[src/rtl/rstc_pkg.sv]
package rstc_pkg;
   localparam int unsigned CAUSE_W  = 3;
   localparam int unsigned BIT_SUPP = 0;
   localparam int unsigned BIT_WDOG = 1;
   localparam int unsigned BIT_PIN  = 2;
   typedef logic [CAUSE_W-1:0] cause_t;
   localparam cause_t CAUSE_SUPPLY = cause_t'(1 << BIT_SUPP);
endpackage

[src/rtl/rstc_sync.sv]
module rstc_sync #(
   parameter int unsigned STAGES = 2
) (
   input  logic clk_i,
   input  logic arst_n_i,
   output logic q_o
);
   if (STAGES < 2) begin : g_bad_stages
      $error("rstc_sync: STAGES must be at least 2");
   end

   logic [STAGES-1:0] chain_q;

   for (genvar i = 0; i < STAGES; i++) begin : g_stage
      always_ff @(posedge clk_i or negedge arst_n_i) begin
         if (!arst_n_i)   chain_q[i] <= 1'b0;
         else if (i == 0) chain_q[i] <= 1'b1;
         else             chain_q[i] <= chain_q[(i == 0) ? 0 : i-1];
      end
   end

   assign q_o = chain_q[STAGES-1];
endmodule

[src/rtl/rstc_timer.sv]
module rstc_timer #(
   parameter int unsigned LONG_CYCLES  = 64,
   parameter int unsigned SHORT_CYCLES = 16
) (
   input  logic clk_i,
   input  logic pwr_ok_i,
   input  logic pwr_ok_q_i,
   input  logic start_long_i,
   input  logic start_short_i,
   output logic active_o,
   output logic long_o
);
   localparam int unsigned CNT_W = $clog2(LONG_CYCLES);

   if (SHORT_CYCLES < 2) begin : g_bad_short
      $error("rstc_timer: SHORT_CYCLES must be at least 2");
   end
   if (LONG_CYCLES <= SHORT_CYCLES) begin : g_bad_long
      $error("rstc_timer: LONG_CYCLES must exceed SHORT_CYCLES");
   end

   logic [CNT_W-1:0] cnt_q;
   logic [CNT_W-1:0] last;
   logic             active_q, long_q;
   logic             start;

   assign start = start_long_i | start_short_i;
   assign last  = long_q ? CNT_W'(LONG_CYCLES - 1) : CNT_W'(SHORT_CYCLES - 1);

   always_ff @(posedge clk_i or negedge pwr_ok_i) begin
      if (!pwr_ok_i) begin
         cnt_q    <= '0;
         active_q <= 1'b1;
         long_q   <= 1'b1;
      end else if (!pwr_ok_q_i) begin
         cnt_q    <= '0;
         active_q <= 1'b1;
         long_q   <= 1'b1;
      end else if (start) begin
         cnt_q    <= '0;
         active_q <= 1'b1;
         long_q   <= start_long_i | (active_q & long_q);
      end else if (active_q) begin
         if (cnt_q == last) active_q <= 1'b0;
         else               cnt_q    <= cnt_q + 1'b1;
      end
   end

   assign active_o = active_q;
   assign long_o   = long_q;

   assert_restart_R7: assert property (@(posedge clk_i) disable iff (!pwr_ok_q_i)
      start |=> (active_q && cnt_q == '0));
   assert_exit_at_limit_R2: assert property (@(posedge clk_i) disable iff (!pwr_ok_q_i)
      $fell(active_q) |-> ($past(cnt_q) == $past(last)));
   assert_long_kept_R7: assert property (@(posedge clk_i) disable iff (!pwr_ok_q_i)
      (active_q && long_q && start_short_i) |=> long_q);
endmodule

[src/rtl/rstc_cause.sv]
module rstc_cause
   import rstc_pkg::*;
(
   input  logic   clk_i,
   input  logic   pwr_ok_i,
   input  logic   pwr_ok_q_i,
   input  logic   sw_force_i,
   input  logic   wdog_i,
   input  logic   pin_i,
   input  logic   hold_long_i,
   output cause_t cause_o
);
   cause_t cause_q;
   logic   short_req;

   assign short_req = wdog_i | pin_i;

   always_ff @(posedge clk_i or negedge pwr_ok_i) begin
      if (!pwr_ok_i)                      cause_q <= CAUSE_SUPPLY;
      else if (!pwr_ok_q_i)               cause_q <= CAUSE_SUPPLY;
      else if (sw_force_i)                cause_q <= CAUSE_SUPPLY;
      else if (short_req && !hold_long_i) begin
         cause_q           <= '0;
         cause_q[BIT_WDOG] <= wdog_i;
         cause_q[BIT_PIN]  <= pin_i;
      end
   end

   assign cause_o = cause_q;

   assert_force_sets_supply_R6: assert property (@(posedge clk_i) disable iff (!pwr_ok_q_i)
      sw_force_i |=> (cause_q == CAUSE_SUPPLY));
   assert_short_clears_supply_R5: assert property (@(posedge clk_i) disable iff (!pwr_ok_q_i)
      (short_req && !hold_long_i && !sw_force_i) |=> !cause_q[BIT_SUPP]);
   assert_idle_stable_R8: assert property (@(posedge clk_i) disable iff (!pwr_ok_q_i)
      (!sw_force_i && !short_req) |=> $stable(cause_q));
   assert_priority_R7: assert property (@(posedge clk_i) disable iff (!pwr_ok_q_i)
      (short_req && hold_long_i && !sw_force_i) |=> $stable(cause_q));
endmodule

[src/rtl/rstc_top.sv]
module rstc_top
   import rstc_pkg::*;
#(
   parameter int unsigned SYNC_STAGES  = 2,
   parameter int unsigned POR_CYCLES   = 64,
   parameter int unsigned SHORT_CYCLES = 16,
   parameter int unsigned VEC_W        = 16,
   parameter logic [VEC_W-1:0] RST_VEC = '0
) (
   input  logic               clk_i,
   input  logic               supply_ok_i,
   input  logic               wdog_req_i,
   input  logic               pin_req_i,
   input  logic               csr_wr_i,
   input  logic [CAUSE_W-1:0] csr_wdata_i,
   output logic [CAUSE_W-1:0] csr_rdata_o,
   output logic               rst_n_o,
   output logic [VEC_W-1:0]   rst_vec_o
);
   logic   ok_q, active, long_mode, sw_force;
   cause_t cause;

   rstc_sync #(.STAGES(SYNC_STAGES)) u_sync (
      .clk_i    (clk_i),
      .arst_n_i (supply_ok_i),
      .q_o      (ok_q)
   );

   assign sw_force = csr_wr_i & csr_wdata_i[BIT_SUPP] & ~active;

   rstc_timer #(.LONG_CYCLES(POR_CYCLES), .SHORT_CYCLES(SHORT_CYCLES)) u_timer (
      .clk_i         (clk_i),
      .pwr_ok_i      (supply_ok_i),
      .pwr_ok_q_i    (ok_q),
      .start_long_i  (sw_force),
      .start_short_i (wdog_req_i | pin_req_i),
      .active_o      (active),
      .long_o        (long_mode)
   );

   rstc_cause u_cause (
      .clk_i       (clk_i),
      .pwr_ok_i    (supply_ok_i),
      .pwr_ok_q_i  (ok_q),
      .sw_force_i  (sw_force),
      .wdog_i      (wdog_req_i),
      .pin_i       (pin_req_i),
      .hold_long_i (active & long_mode),
      .cause_o     (cause)
   );

   assign rst_n_o     = ~active;
   assign csr_rdata_o = cause;
   assign rst_vec_o   = RST_VEC;

   assert_exit_sets_supply_R3: assert property (@(posedge clk_i) disable iff (!ok_q)
      ($rose(rst_n_o) && long_mode) |-> csr_rdata_o[BIT_SUPP]);
   assert_short_sets_cause_R4: assert property (@(posedge clk_i) disable iff (!ok_q)
      (wdog_req_i && !(active && long_mode) && !sw_force) |=> (!rst_n_o && csr_rdata_o[BIT_WDOG]));
endmodule

[config.mk]
export PLATFORM = sky130hd
export DESIGN_NAME = rstc_top
export DESIGN_NICKNAME = d
export VERILOG_FILES = /design/src/rtl/rstc_pkg.sv /design/src/rtl/rstc_sync.sv /design/src/rtl/rstc_timer.sv /design/src/rtl/rstc_cause.sv /design/src/rtl/rstc_top.sv
export SDC_FILE = /design/constraint.sdc
export NUM_CORES = 1
export LEC_CHECK = 0
export BUFFER_PORTS_ARGS = -buffer_cell sky130_fd_sc_hd__buf_2
export CAP_MARGIN = 15
export CORE_MARGIN = 2
export CORE_UTILIZATION = 47
export CTS_CLUSTER_DIAMETER = 150
export DETAILED_ROUTE_END_ITERATION = 6
export PLACE_DENSITY = 0.77
export SLEW_MARGIN = 10
export SYNTH_ARGS = -nofsm -noshare
export SYNTH_HDL_FRONTEND = slang
export SYNTH_SLANG_ARGS = --single-unit
[constraint.sdc]
create_clock -name clk_i -period 1.9 [get_ports clk_i]
set_input_delay 0.38 -clock clk_i [delete_from_list [all_inputs] [get_ports clk_i]]
set_output_delay 0.38 -clock clk_i [all_outputs]
set_load 0.005 [all_outputs]
* Yosys cells after proc, flatten, opt, wreduce, memory -nomap -nowiden
Index checks and enable logic that the tools add are counted.
** Word-level totals
- Flip-flop bits (word level) :: 13
- Latch bits :: 0
- RAM bits :: 0
- Memory bits (read-only) :: 0
- Output and inout bits :: 20
- Word-level logic and storage cells :: 36
- Memories kept :: 0
** Cells by class
- Add/sub/neg operators :: 1
- Multipliers :: 0
- Divide/modulo/power cells :: 0
- $lt $le $gt $ge :: 0
- Equality and inequality tests :: 5
- Shift operators :: 0
- Muxes and demuxes :: 14
- Bitwise gates (word level) :: 7
- Reduce and logical (&&, ||, !) cells :: 3
** Operators by type and width (number)
- $mux W6 :: 5
- $mux W3 :: 3
- $add A6 B1 Y6 const B :: 1
- $eq A6 B6 Y1 :: 1
- $mux W1 :: 6
- $ne A3 B1 Y1 const B :: 2
- $and A1 B1 Y1 :: 3
- $ne A3 B2 Y1 const B :: 1
- $or A1 B1 Y1 :: 3
- $ne A2 B1 Y1 const B :: 1
- $reduce_and A2 Y1 :: 1
- $logic_and A1 B1 Y1 :: 1
- $logic_not A1 Y1 :: 1
- $not A1 Y1 :: 1

* Logic depth before layout (Yosys ltp)
- Word-level depth :: 6
- Gate-level depth with buffers :: 5

* Modules after synthesis
Synthesis repeated with hierarchy kept, for this count alone.
** Unflattened totals
- Cells, all modules :: 82
- Area total of the unflattened synthesis :: 787.0 um^2
** Modules (own cells, without submodules)
- rstc_timer :: instances 1, cells each 45, area an instance 445.4 um^2, seq. area each 202.7 um^2
- rstc_top :: instances 1, cells each 21, area an instance 150.1 um^2, seq. area each 0.0 um^2
- rstc_cause :: instances 1, cells each 13, area an instance 137.6 um^2, seq. area each 76.3 um^2
- rstc_sync :: instances 1, cells each 3, area an instance 53.8 um^2, seq. area each 50.0 um^2

* Worst setup path after synthesis
No wires, ideal clock.
- Path kind :: register to register
- From :: register u_timer.active_q (netlist: u_timer.active_o)
- To :: register u_timer.cnt_q[5]
- Arrival :: 1.374 ns
- Required time :: 1.834 ns
- Slack :: 0.460 ns
- Stages on the path, launching flop included :: 5
- Buffers on the path :: 1
- Clock period less this slack :: 1.440 ns
- Path through :: dfstp_2 -> buf_4 -> o211ai_1 -> or4_1 -> nand2_1
** On the way
- Longest elaborated chain between the ends :: 5
** RTL lines
- start: declaration :: line rstc_timer.sv:24 : logic active_q, long_q;
- start signal: assignment :: line rstc_timer.sv:33 : active_q <= 1'b1;
- start signal: assignment :: line rstc_timer.sv:37 : active_q <= 1'b1;
- start signal: assignment :: line rstc_timer.sv:41 : active_q <= 1'b1;
- $not A1 Y1 :: line rstc_top.sv:29 : assign sw_force = csr_wr_i & csr_wdata_i[BIT_SUPP] & ~active;
- $and A1 B1 Y1 :: line rstc_top.sv:29
- $or A1 B1 Y1 :: line rstc_timer.sv:27 : assign start = start_long_i | start_short_i;
- $ne A3 B1 Y1 (no source line) (tied with other cells)
- $reduce_and A2 Y1 (no source line) / $mux W6 (equally long branches)
- end signal: assignment :: line rstc_timer.sv:45 : else cnt_q <= cnt_q + 1'b1;
- end: declaration :: line rstc_timer.sv:22 : logic [CNT_W-1:0] cnt_q;
Parallel ways exist; a longest one is shown, timed or not.
A chain may end at the register's enable or synchronous reset.

* Final worst setup path
- From :: register u_timer.active_q (netlist: u_timer.active_o)
- To :: output rst_n_o
** On the way
- Longest elaborated chain between the ends :: 1
** RTL lines
- $not A1 Y1 :: line rstc_top.sv:52 : assign rst_n_o = ~active;
- end: declaration :: line rstc_top.sv:17 : output logic rst_n_o,
Every way passes these cells.

==> reports/results.tsv <==
metric	value	unit
status	finished, final reports clean	
setup TNS	0	ns
Clock Latency Late Sink	0.28	ns
Ports	28	
number of CTS-inserted buffers	3	
fmax	0.644	GHz
first-pass GRT wire length	1.95	mm
H-tree depth	1	
Seq cells post-synth	13	
WL met2	542	µm
placed cell count	100	
Final min period	1.55	ns
Initial Utilization	49.7	%
CP max FO	10	
clock sink count	13	
Non-Filler Instances	105	
syn_area_per_cell	9.72	µm²
WL/cell	10.8	µm
vias in the first global route	471	
area leader, netlist	dfrtp_1	
DR vias	526	
TritonCTS clock tree	yes	
Peak VDD IR	0.000491	V
WL met3	64	µm
Core Util, Final	51.7	%
Area contributors post-synth	dfrtp_1 (33%), buf_4 (17%), dfstp_2 (11%)	
Congestion Overflow GR	0	
die area	1930	µm²
Pre-antenna DRT Iters	3	
Synth Instances	77	
Critical Path End Type	output port	
Hold Path Class	register to register	
cell row count	14	
Ys Warns	0	
mapped cell area	748	µm²
DRT iter0 DRCs	7	
routed vias/inst	5.01	
crit path DAT	1.17	ns
Final Skew	0.00846	ns
hold slack	0.358	ns
most common cell after layout, fill and taps aside	conb_1	
crit path cell chain	inv_1, buf_2	
Area Growth Syn to Fin	4.01	%
chip height	43.9	µm
Metal-1 WL	503	µm
DR top layer	met4	
Max Cap Viol	0	
core box area	1510	µm²
Post-DRT Antenna Nets	0	
pwr dens	625	nW/µm²
unrepaired setup endpoints after global routing	false	
Leakage	0.374	nW
total power	0.486	mW
critical path class	register to output port	
Max Root-Sink Buffers	2	
period utilisation layout	81.8	%
final setup violating endpoints	0	
Largest stage delay, worst path	0.62	ns
Tot GR Track Use	13.9	%
GP Congestion	0.724	
largest net degree at the start of global routing	14	
Resized Gates After CTS	0	
initial antenna violation count	0	
layout cells sized above 1	23.6	%
Final HPWL DP	847	µm
commonest cells after routing, fill and taps aside	conb_1 (17), dfrtp_1 (10), buf_2 (9)	
slowest cell on the critical path	dfstp_2	
CP required	1.52	ns
number of hold buffers added after cts	1	
Critical Path Source Type	register	
IO Port Bufs	9	
number of remaining DRC errors	0	
Netlist cell types	27	
top cell type's share of synthesized area	33.4	%
chip width	43.9	µm
Seq/Total Area, Yosys	44.0	%
diode count	0	
final wirelength	1.13	mm
final hold vios	0	
Root Driver	clkbuf_4	
Worst-path clk slew	0.08	ns
postcts setup bufs	0	
Nets	99	
Pins Over Slew Limit	0	
through the flow:
step	instance area [µm²]	setup WS, ns
after floorplan	805	0.460
after global placement	742	0.363
after detailed placement	742	0.324
after CTS	778	0.340
after global routing	778	0.273
final	778	0.346
synth_stat cells:
library cell  count
buf_4            17
conb_1            2
o311a_1           1
maj3_1            1
a21oi_4           1
dfrtp_1          10
or3_4             1
or4_1             1
o21ai_0           7
dfstp_2           3
nand2_1           7
nand3b_1          1
nand2b_1          1
o211ai_1          2
o211a_1           1
nor2b_2           1
ha_1              1
and4_1            1
nor2_2            1
nor2_1            2
a21o_1            1
a211oi_2          1
or3_2             1
a21oi_1           5
nor3_1            1
nand3_1           4
inv_1             2
logic make-up (layout without fill, tap and decap cells):
group                    Yosys count  in the layout  synth area share, %
AO/OA/AOI/OAI                     19             19                 17.6
adder cells (fa/ha/maj)            2              2                 3.01
buffers and inverters             19             16                 18.1
flip-flops                        13             13                 44.0
other                              2             17                 1.00
AND/OR/NAND/NOR                   22             22                 16.4
critical path, delay by kind of cell (launching register included):
| kind | cells | cell delay [ns] |
|---|---|---|
| DFF | 1 | 0.62 |
| buffers and inverters | 2 | 0.26 |
path summary, 6_finish.rpt:
check | cells past startpoint | slack, ns | startpoint | to
setup / recovery | 2 | 0.35 | u_timer.active_o | rst_n_o
hold / removal | 0 | 0.36 | u_sync.chain_q[0] | u_sync.q_o
setup reg to reg | 3 | 0.36 | u_timer.active_o | u_timer.cnt_q[5]
hold reg to reg | 0 | 0.36 | u_sync.chain_q[0] | u_sync.q_o
max in group asynchronous | 2 | 1.10 | supply_ok_i | u_cause.cause_o[0]
min in group asynchronous | 2 | 0.51 | supply_ok_i | u_timer.cnt_q[5]
final cells by class:
type                       count  area [µm²]
clock buffer                   4        26.3
fill                         149         728
inverter                       2        7.51
multi-input combinational     60         340
sequential                    13         329
tap                           16        20.0
timing repair buffer          10        55.1
report_power, final:
part / total (mW) / switching, mW / internal (mW) / leakage [nW]
combinational: 0.0294 / 0.0206 / 0.00881 / 0.193
clock: 0.175 / 0.0935 / 0.0815 / 0.0150
sequential: 0.282 / 0.00195 / 0.280 / 0.166
total: 0.486 / 0.116 / 0.370 / 0.374
layer usage:
metal  global-route usage, %  vias to the layer above
met3                    3.75                        4
met2                    21.2                       17
met4                    9.09                        0
li1                        -                      257
met5                       0                        -
met1                    17.2                      248
sequential cells by signal, indices dropped and copies added (netlist names):
name              count
u_timer.active_o      1
u_cause.cause_o       3
u_timer.long_o        1
u_timer.cnt_q         6
u_sync.q_o            1
u_sync.chain_q        1
Note: power is estimated with default switching activity, not from simulation.
